$ cat src/rtl/pinirq_pkg.sv
package pinirq_pkg;

   typedef enum logic {
      TRIG_LEVEL = 1'b0,
      TRIG_EDGE  = 1'b1
   } trig_e;

   typedef struct packed {
      trig_e trig;
      logic  pol_high;
      logic  both_dir;
   } pin_cfg_t;

   localparam int unsigned MAX_PINS = 1024;

endpackage

$ cat src/rtl/pinirq_trig.sv
module pinirq_trig
   import pinirq_pkg::*;
(
   input  pin_cfg_t cfg_i,
   input  logic     cur_i,
   input  logic     prev_i,
   input  logic     primed_i,
   output logic     hit_o
);

   logic rise, fall, lvl_hit, edge_hit;

   always_comb begin
      rise     = cur_i & ~prev_i;
      fall     = ~cur_i & prev_i;
      lvl_hit  = (cur_i == cfg_i.pol_high);
      if (cfg_i.both_dir)
         edge_hit = rise | fall;
      else if (cfg_i.pol_high)
         edge_hit = rise;
      else
         edge_hit = fall;
      edge_hit = edge_hit & primed_i;
      hit_o    = (cfg_i.trig == TRIG_EDGE) ? edge_hit : lvl_hit;
   end

endmodule

$ cat src/rtl/pinirq_cell.sv
module pinirq_cell
   import pinirq_pkg::*;
(
   input  logic     clk_i,
   input  logic     rst_ni,
   input  pin_cfg_t cfg_i,
   input  logic     pin_i,
   input  logic     primed_i,
   input  logic     clr_i,
   output logic     pend_o
);

   logic prev_q, pend_q, hit;

   pinirq_trig u_trig (
      .cfg_i    (cfg_i),
      .cur_i    (pin_i),
      .prev_i   (prev_q),
      .primed_i (primed_i),
      .hit_o    (hit)
   );

   always_ff @(posedge clk_i or negedge rst_ni) begin
      if (!rst_ni) begin
         prev_q <= 1'b0;
         pend_q <= 1'b0;
      end else begin
         prev_q <= pin_i;
         pend_q <= hit | (pend_q & ~clr_i);
      end
   end

   assign pend_o = pend_q;

   a_r11_no_edge_unprimed: assert property (@(posedge clk_i) disable iff (!rst_ni)
      (!primed_i && cfg_i.trig == TRIG_EDGE) |-> !hit);
   a_r6_clear_drops: assert property (@(posedge clk_i) disable iff (!rst_ni)
      (clr_i && !hit) |=> !pend_q);
   a_r7_event_wins: assert property (@(posedge clk_i) disable iff (!rst_ni)
      hit |=> pend_q);
   a_r3_no_spurious_set: assert property (@(posedge clk_i) disable iff (!rst_ni)
      (!hit && !pend_q) |=> !pend_q);
   a_r9_sticky: assert property (@(posedge clk_i) disable iff (!rst_ni)
      (pend_q && !clr_i) |=> pend_q);

endmodule

$ cat src/rtl/pinirq_merge.sv
module pinirq_merge #(
   parameter int unsigned NPINS = 32
) (
   input  logic             clk_i,
   input  logic             rst_ni,
   input  logic [NPINS-1:0] pend_i,
   input  logic [NPINS-1:0] en_i,
   output logic             irq_o
);

   logic irq_q;

   always_ff @(posedge clk_i or negedge rst_ni) begin
      if (!rst_ni) irq_q <= 1'b0;
      else         irq_q <= |(pend_i & en_i);
   end

   assign irq_o = irq_q;

   a_r10_irq_follows: assert property (@(posedge clk_i) disable iff (!rst_ni)
      (|(pend_i & en_i)) |=> irq_o);
   a_r10_irq_quiet: assert property (@(posedge clk_i) disable iff (!rst_ni)
      (pend_i == '0) |=> !irq_o);

endmodule

$ cat src/rtl/pinirq_detector.sv
module pinirq_detector
   import pinirq_pkg::*;
#(
   parameter int unsigned NPINS = 32
) (
   input  logic             clk_i,
   input  logic             rst_ni,
   input  logic [NPINS-1:0] pin_i,
   input  logic [NPINS-1:0] trig_edge_i,
   input  logic [NPINS-1:0] pol_high_i,
   input  logic [NPINS-1:0] both_dir_i,
   input  logic [NPINS-1:0] irq_en_i,
   input  logic             ack_stb_i,
   input  logic [NPINS-1:0] ack_mask_i,
   output logic [NPINS-1:0] pend_o,
   output logic             irq_o
);

   if (NPINS < 1 || NPINS > MAX_PINS) begin : g_bad_width
      $error("pinirq_detector: NPINS out of range");
   end

   logic             primed_q;
   logic [NPINS-1:0] clr_vec;
   logic [NPINS-1:0] pend;

   always_ff @(posedge clk_i or negedge rst_ni) begin
      if (!rst_ni) primed_q <= 1'b0;
      else         primed_q <= 1'b1;
   end

   assign clr_vec = ack_stb_i ? ack_mask_i : '0;

   for (genvar p = 0; p < NPINS; p++) begin : g_pin
      pin_cfg_t cfg;
      assign cfg.trig     = trig_edge_i[p] ? TRIG_EDGE : TRIG_LEVEL;
      assign cfg.pol_high = pol_high_i[p];
      assign cfg.both_dir = both_dir_i[p];

      pinirq_cell u_cell (
         .clk_i    (clk_i),
         .rst_ni   (rst_ni),
         .cfg_i    (cfg),
         .pin_i    (pin_i[p]),
         .primed_i (primed_q),
         .clr_i    (clr_vec[p]),
         .pend_o   (pend[p])
      );
   end

   pinirq_merge #(.NPINS(NPINS)) u_merge (
      .clk_i  (clk_i),
      .rst_ni (rst_ni),
      .pend_i (pend),
      .en_i   (irq_en_i),
      .irq_o  (irq_o)
   );

   assign pend_o = pend;

   a_r1_primed_after_reset: assert property (@(posedge clk_i) disable iff (!rst_ni)
      1'b1 |=> primed_q);

endmodule

$ cat config.mk
export PLATFORM = sky130hd
export DESIGN_NAME = pinirq_detector
export DESIGN_NICKNAME = d
export VERILOG_FILES = /design/src/rtl/pinirq_pkg.sv /design/src/rtl/pinirq_trig.sv /design/src/rtl/pinirq_cell.sv /design/src/rtl/pinirq_merge.sv /design/src/rtl/pinirq_detector.sv
export SDC_FILE = /design/constraint.sdc
export NUM_CORES = 1
export LEC_CHECK = 0
export ABC_CLOCK_PERIOD_IN_PS = 1600
export BUFFER_PORTS_ARGS = -buffer_cell sky130_fd_sc_hd__buf_2
export CORE_AREA = 2 2 111 113
export CTS_BUF_LIST = sky130_fd_sc_hd__clkbuf_16
export CTS_CLUSTER_DIAMETER = 50
export CTS_CLUSTER_SIZE = 16
export DETAILED_ROUTE_END_ITERATION = 10
export DIE_AREA = 0 0 113 115
export PLACE_DENSITY = 0.7
export SLEW_MARGIN = 20
export SYNTH_ARGS = -nofsm -noshare
export SYNTH_HDL_FRONTEND = slang
export SYNTH_SLANG_ARGS = --single-unit
$ cat constraint.sdc
create_clock -name clk_i -period 1.6 [get_ports clk_i]
set_clock_uncertainty 0.05 [all_clocks]
set_input_delay 0.32 -clock clk_i [delete_from_list [all_inputs] [get_ports clk_i]]
set_output_delay 0.32 -clock clk_i [all_outputs]
set_load 0.05 [all_outputs]
==> flow_summary.json, run 1 <==
{
  "worstSkewPairLatency_ns": 0.33,
  "ys_ff_latch": 66,
  "synth.top_cell.area_share_pct": 35.6,
  "worstPathMaxFanout": 2,
  "worstPathArrival_ns": 1.14,
  "die_x_um": 113,
  "dp_hpwl_um": 10100,
  "cp.required_ns": 1.23,
  "seq_area_mm2": 0.00165,
  "worstHoldStart": "pin_i[19]",
  "gp_congestion": 0.836,
  "post_dp_cell_area_mm2": 0.00577,
  "antenna_cells": 0,
  "p_per_area_mw_per_mm2": 869,
  "leakage_uw": 0.00330,
  "synthCells": 478,
  "yosysSeqAreaShare_pct": 35.6,
  "viasPerCell": 5.00,
  "routedWlPerCell_um": 15.0,
  "num_vias": 4188,
  "grt_max_degree": 67,
  "ys_top_cells_by_count": "nand2_1, dfrtp_1, ha_1, inv_1",
  "hold_end": "g_pin[19].u_cell.prev_q",
  "reg2reg_to": "u_merge.irq_o",
  "status": "finished with violations",
  "grt_util_met2_pct": 36.4,
  "synth_top_area_cell": "dfrtp_1",
  "first_iter_violations": 156,
  "hold_class": "in2reg",
  "wirelength_um": 12500,
  "hold_violations": 0,
  "clockBufferDepth": 2,
  "rrSetupSlack_ns": 0.09,
  "boundaryPins": 228,
  "yosysMostFrequentCell": "nand2_1",
  "grtUsageTotal_pct": 19.4,
  "root_buffer": "clkbuf_16",
  "syn2layout_area_growth_pct": 30.3,
  "power_uw": 5250,
  "crit_path_start_kind": "flip-flop",
  "die_h_um": 115,
  "fmax_mhz": 663,
  "holdPathStages": 1,
  "period_minus_slack_ns": 1.51,
  "multi_input_area_mm2": 0.00250,
  "violations": "design-rule violations",
  "synth_fp_nets": 737,
  "initial_utilization_pct": 39.3,
  "cp-end-kind": "output pin",
  "grt.met3_usage_pct": 4.11,
  "busiest_layer": "met2",
  "nets": 944,
  "grt_overflow": 0,
  "cts-htree-levels": 3,
  "synth_cell_types": 15,
  "syn_area_per_cell_um2": 9.71,
  "antenna_found_initial": 0,
  "synth_area_leaders": "dfrtp_1, ha_1, mux2_2",
  "slew_viol_final": 0,
  "timing.final.crit_share_pct": 94.3,
  "r2r_start": "g_pin[15].u_cell.pend_o",
  "grt_pass1_wl_um": 19900,
  "portBuffers": 227,
  "cts_buffers": 9,
  "reg2regPathDepth": 3,
  "dr.pass1.iters": 7,
  "async_flop_share_pct": 100,
  "setup-violations-final": 0,
  "first_global_vias": 4376,
  "grt_use_met1_pct": 21.4,
  "drc": 15,
  "rsz0062_at_grt": "no",
  "nFillCells": 1081,
  "final_cell_area_mm2": 0.00605,
  "ant_nets": 0,
  "rows": 40,
  "ys.flop_type": "dfrtp_1",
  "dieArea_mm2": 0.0130,
  "synth_warnings": 0,
  "clkTransAtPathRegs_ns": 0.06,
  "coreArea_mm2": 0.0118,
  "ir_drop_v": 0.000456,
  "drv_cap": 0,
  "synth_edf_count": 0,
  "clock_sinks": 66,
  "critPathKind": "reg2out",
  "synth_area_mm2": 0.00464,
  "drive_above_1_share_pct": 40.7,
  "cts_tree": "done"
}
[area by class of cell]
| class | instances | share of cell area (%) |
|---|---|---|
| multi-input cells | 310 | 41.3 |
| well taps | 147 | 3.04 |
| flip-flops and latches | 66 | 27.3 |
| clock inverters | 7 | 0.496 |
| clock buffers | 9 | 3.72 |
| repair buffers | 234 | 20.1 |
| inverters | 64 | 3.97 |
[cell usage in the layout (no fill, tap or decap)]
master         Yosys  layout
buf_2              0     226
nand2_1           96      96
inv_1             64      67
dfrtp_1           66      66
ha_1              64      64
xor2_1            32      32
mux2_2            32      32
o2111ai_1         32      32
o211ai_1          32      32
a22oi_1           14      12
clkbuf_16          0       9
buf_4             32       5
a22oi_2            2       4
nand4_1            4       4
clkinv_2           0       3
buf_12             0       2
or4_1              1       1
clkinv_1           0       1
dlygate4sd3_1      0       1
conb_1             1       1
[kinds of logic after synthesis]
family,Yosys count,synth area share [%]
buffers and inverters,102,10.8
adder cells (fa/ha/maj),64,17.2
AND/OR/NAND/NOR,101,8.46
other,1,0.0808
AO/OA/AOI/OAI,80,14.0
XOR/XNOR,32,6.04
flip-flops,66,35.6
multiplexers,32,7.76
[flip-flops by register name, indices dropped and copies added (netlist names)]
name / count
primed_q: 1
g_pin.u_cell.pend_o: 32
u_merge.irq_o: 1
g_pin.u_cell.prev_q: 32
[critical path: stages (launching register included)]
cell and delay (ns):
dfrtp_1 0.39, buf_4 0.15, buf_2 0.27
[worst max path at each step]
stage                          endpoint                    start  slack, ns
final                        pend_o[14]  g_pin[14].u_cell.pend_o       0.09
after global routing      u_merge.irq_o  g_pin[14].u_cell.pend_o       0.03
after CTS                 u_merge.irq_o  g_pin[24].u_cell.pend_o       0.01
after detailed placement  u_merge.irq_o              irq_en_i[8]      -0.02
after global placement    u_merge.irq_o              irq_en_i[8]      -0.02
after floorplan           u_merge.irq_o  g_pin[14].u_cell.pend_o       0.28
[metal layers]
metal  up-vias  share of wire (%)
met5         -                  0
li1       2025                  -
met3        19                6.8
met4         0                1.7
met1      2002                 39
met2       142                 52
[report_power, final]
| group | internal [µW] | switching, µW | total, µW |
|---|---|---|---|
| Sequential | 1840 | 132 | 1970 |
| Clock | 1020 | 718 | 1730 |
| Combinational | 564 | 985 | 1550 |
[what timing repair did]
| action | CTS | global route |
|---|---|---|
| buffers inserted | 0 | 0 |
| hold buffers | 1 | 0 |
| hold endpoints to repair | 66 | 0 |
| setup endpoints to repair | 0 | 1 |
| resized for setup | 0 | 2 |
[metrics by stage]
step	hold slack [ns]	setup slack, ns	std cells	util [%]	setup TNS (ns)
floorplan	-0.0256	0.284	478	-	0
global placement	0.311	-0.0200	820	48.9	-0.0200
detailed placement	0.317	-0.0156	820	48.9	-0.0156
CTS	0.0838	0.0128	837	51.1	0
global route	0.0878	0.0311	837	51.2	0
finish	0.0930	0.0913	837	51.2	0
(Power assumes the default switching activity.)
==> run 2: changes to the inputs <==
--- a/config.mk
+++ b/config.mk
@@ -6,13 +6,14 @@
 export NUM_CORES = 1
 export LEC_CHECK = 0
 export ABC_CLOCK_PERIOD_IN_PS = 1600
-export BUFFER_PORTS_ARGS = -buffer_cell sky130_fd_sc_hd__buf_2
+export BUFFER_PORTS_ARGS = -buffer_cell sky130_fd_sc_hd__buf_4
 export CORE_AREA = 2 2 111 113
 export CTS_BUF_LIST = sky130_fd_sc_hd__clkbuf_16
 export CTS_CLUSTER_DIAMETER = 50
 export CTS_CLUSTER_SIZE = 16
 export DETAILED_ROUTE_END_ITERATION = 10
 export DIE_AREA = 0 0 113 115
+export GPL_ROUTABILITY_DRIVEN = 0
 export PLACE_DENSITY = 0.7
 export SLEW_MARGIN = 20
 export SYNTH_ARGS = -nofsm -noshare
==> run 2 against run 1 <==
Net effect:
- the flow still finishes with violations (design-rule violations)
- register-to-register slack is essentially flat
- flip-flop and latch count is the same
- die area is the same
- fmax shrank 2.6%
- first-iteration DRC count shrank 20%
- sequential power is essentially flat
- sequential share of layout area shrank 2.6 points
- power grew 10%
- largest power group is now clock
==> flow_summary.json, run 2 (synthesis gave the netlist of run 1 again) <==
{
  "cp_slowest_stage_delay_ns": 0.41,
  "ir_drop_v": 0.000548,
  "whs_ns": 0.0867,
  "routedWlPerCell_um": 15.4,
  "cts_buffers": 9,
  "root_buffer": "clkbuf_16",
  "status": "finished with violations",
  "hold_class": "in2reg",
  "p_per_area_mw_per_mm2": 865,
  "wirelength_um": 12900,
  "drive_above_1_share_pct": 41.5,
  "layout_common_cells": "buf_4, nand2_1, dfrtp_1",
  "die_x_um": 113,
  "grt_overflow": 0,
  "boundaryPins": 228,
  "first_global_vias": 4458,
  "viasPerCell": 4.99,
  "hold_violations": 0,
  "stdcell_count": 839,
  "antenna_cells": 0,
  "leakage_uw": 0.00354,
  "crit_path_start_kind": "flip-flop",
  "worstSkewPairLatency_ns": 0.32,
  "rows": 40,
  "period_minus_slack_ns": 1.55,
  "antenna_found_initial": 0,
  "crit_buf_inv": 3,
  "fin_tns_setup_ns": 0,
  "coreArea_mm2": 0.0118,
  "num_vias": 4185,
  "critPathKind": "reg2out",
  "mostFrequentLayoutCell": "buf_4",
  "final_core_util_pct": 56.7,
  "dr.pass1.iters": 7,
  "cts-htree-levels": 3,
  "ant_nets": 0,
  "cts_tree": "done",
  "violations": "design-rule violations",
  "clock_sinks": 66,
  "drv_cap": 0,
  "timing.final.crit_share_pct": 96.8,
  "cp.required_ns": 1.23,
  "worstPathArrival_ns": 1.18,
  "grt_max_degree": 33,
  "drc": 15,
  "crit_path_top_delay_cell": "dfrtp_1",
  "clkTransAtPathRegs_ns": 0.06,
  "cp-end-kind": "output pin",
  "portBuffers": 227,
  "initial_utilization_pct": 39.3,
  "cp_top_family": "buffers and inverters",
  "slew_viol_final": 0,
  "clockBufferDepth": 2,
  "first_iter_violations": 125,
  "dieArea_mm2": 0.0130,
  "nFillCells": 1056,
  "die_h_um": 115,
  "nets": 946,
  "grt_pass1_wl_um": 20700,
  "worstPathMaxFanout": 2,
  "dp_hpwl_um": 10600,
  "fin_ws_ns": 0.0506,
  "setup-violations-final": 0,
  "path_cells": "buf_4, buf_4, buf_4",
  "path_common_cell": "buf_4",
  "rsz0062_at_grt": "no",
  "fmax_mhz": 645,
  "dp_slack_ns": 0.0106,
  "dp.cells": 821,
  "grtUsageTotal_pct": 19.9,
  "syn2layout_area_growth_pct": 44.2
}
==> run 2: worst paths after layout <==
path / slack (ns) / cells past startpoint / end / start
max in group asynchronous: 0.53 / 3 / g_pin[26].u_cell.pend_o / rst_ni
setup reg to reg: 0.10 / 4 / u_merge.irq_o / g_pin[5].u_cell.pend_o
hold / removal: 0.09 / 1 / g_pin[13].u_cell.prev_q / pin_i[13]
setup / recovery: 0.05 / 3 / pend_o[5] / g_pin[5].u_cell.pend_o
min in group asynchronous: 0.41 / 2 / g_pin[13].u_cell.prev_q / rst_ni
hold reg to reg: 0.49 / 2 / g_pin[31].u_cell.pend_o / g_pin[31].u_cell.pend_o
==> run 2: routing by layer <==
metal  routed length (µm)  vias up  track usage (%)  part of all wire [%]
met5                    0        -                0                     0
met2                 6880      148             37.9                    53
met4                  210        0             6.26                   1.6
met1                 5050     1989             22.0                    39
li1                     -     2032                -                     -
met3                  814       16             4.43                   6.3
==> run 2: power breakdown <==
group,leakage (µW),internal (µW),switching (µW)
clock,0.000154,1350,710
sequential,0.000739,1840,151
combinational,0.00264,775,971
==> run 2: repair_timing <==
action	in CTS	in global routing
hold buffers	1	0
endpoints found under the setup margin	0	1
hold endpoints to repair	24	0
setup buffers	0	1
resized for setup	0	4
==> run 2: cell type report <==
type	instances	area [µm²]	share of cell area, %
flip-flops and latches	66	1650	24.7
clock inverters	7	85.1	1.27
clock buffers	9	225	3.36
well taps	147	184	2.75
repair buffers	236	1800	26.9
multi-input cells	310	2510	37.5
inverters	64	240	3.59
==> run 2: per-stage QoR <==
step | cell area [µm²] | total power [µW]
6_report | 6690 | 5790
5_1_grt | 6690 | 6110
4_1_cts | 6670 | 5860
3_5_place_dp | 6350 | 3760
3_3_place_gp | 6350 | 3710
2_1_floorplan | 4640 | 3050
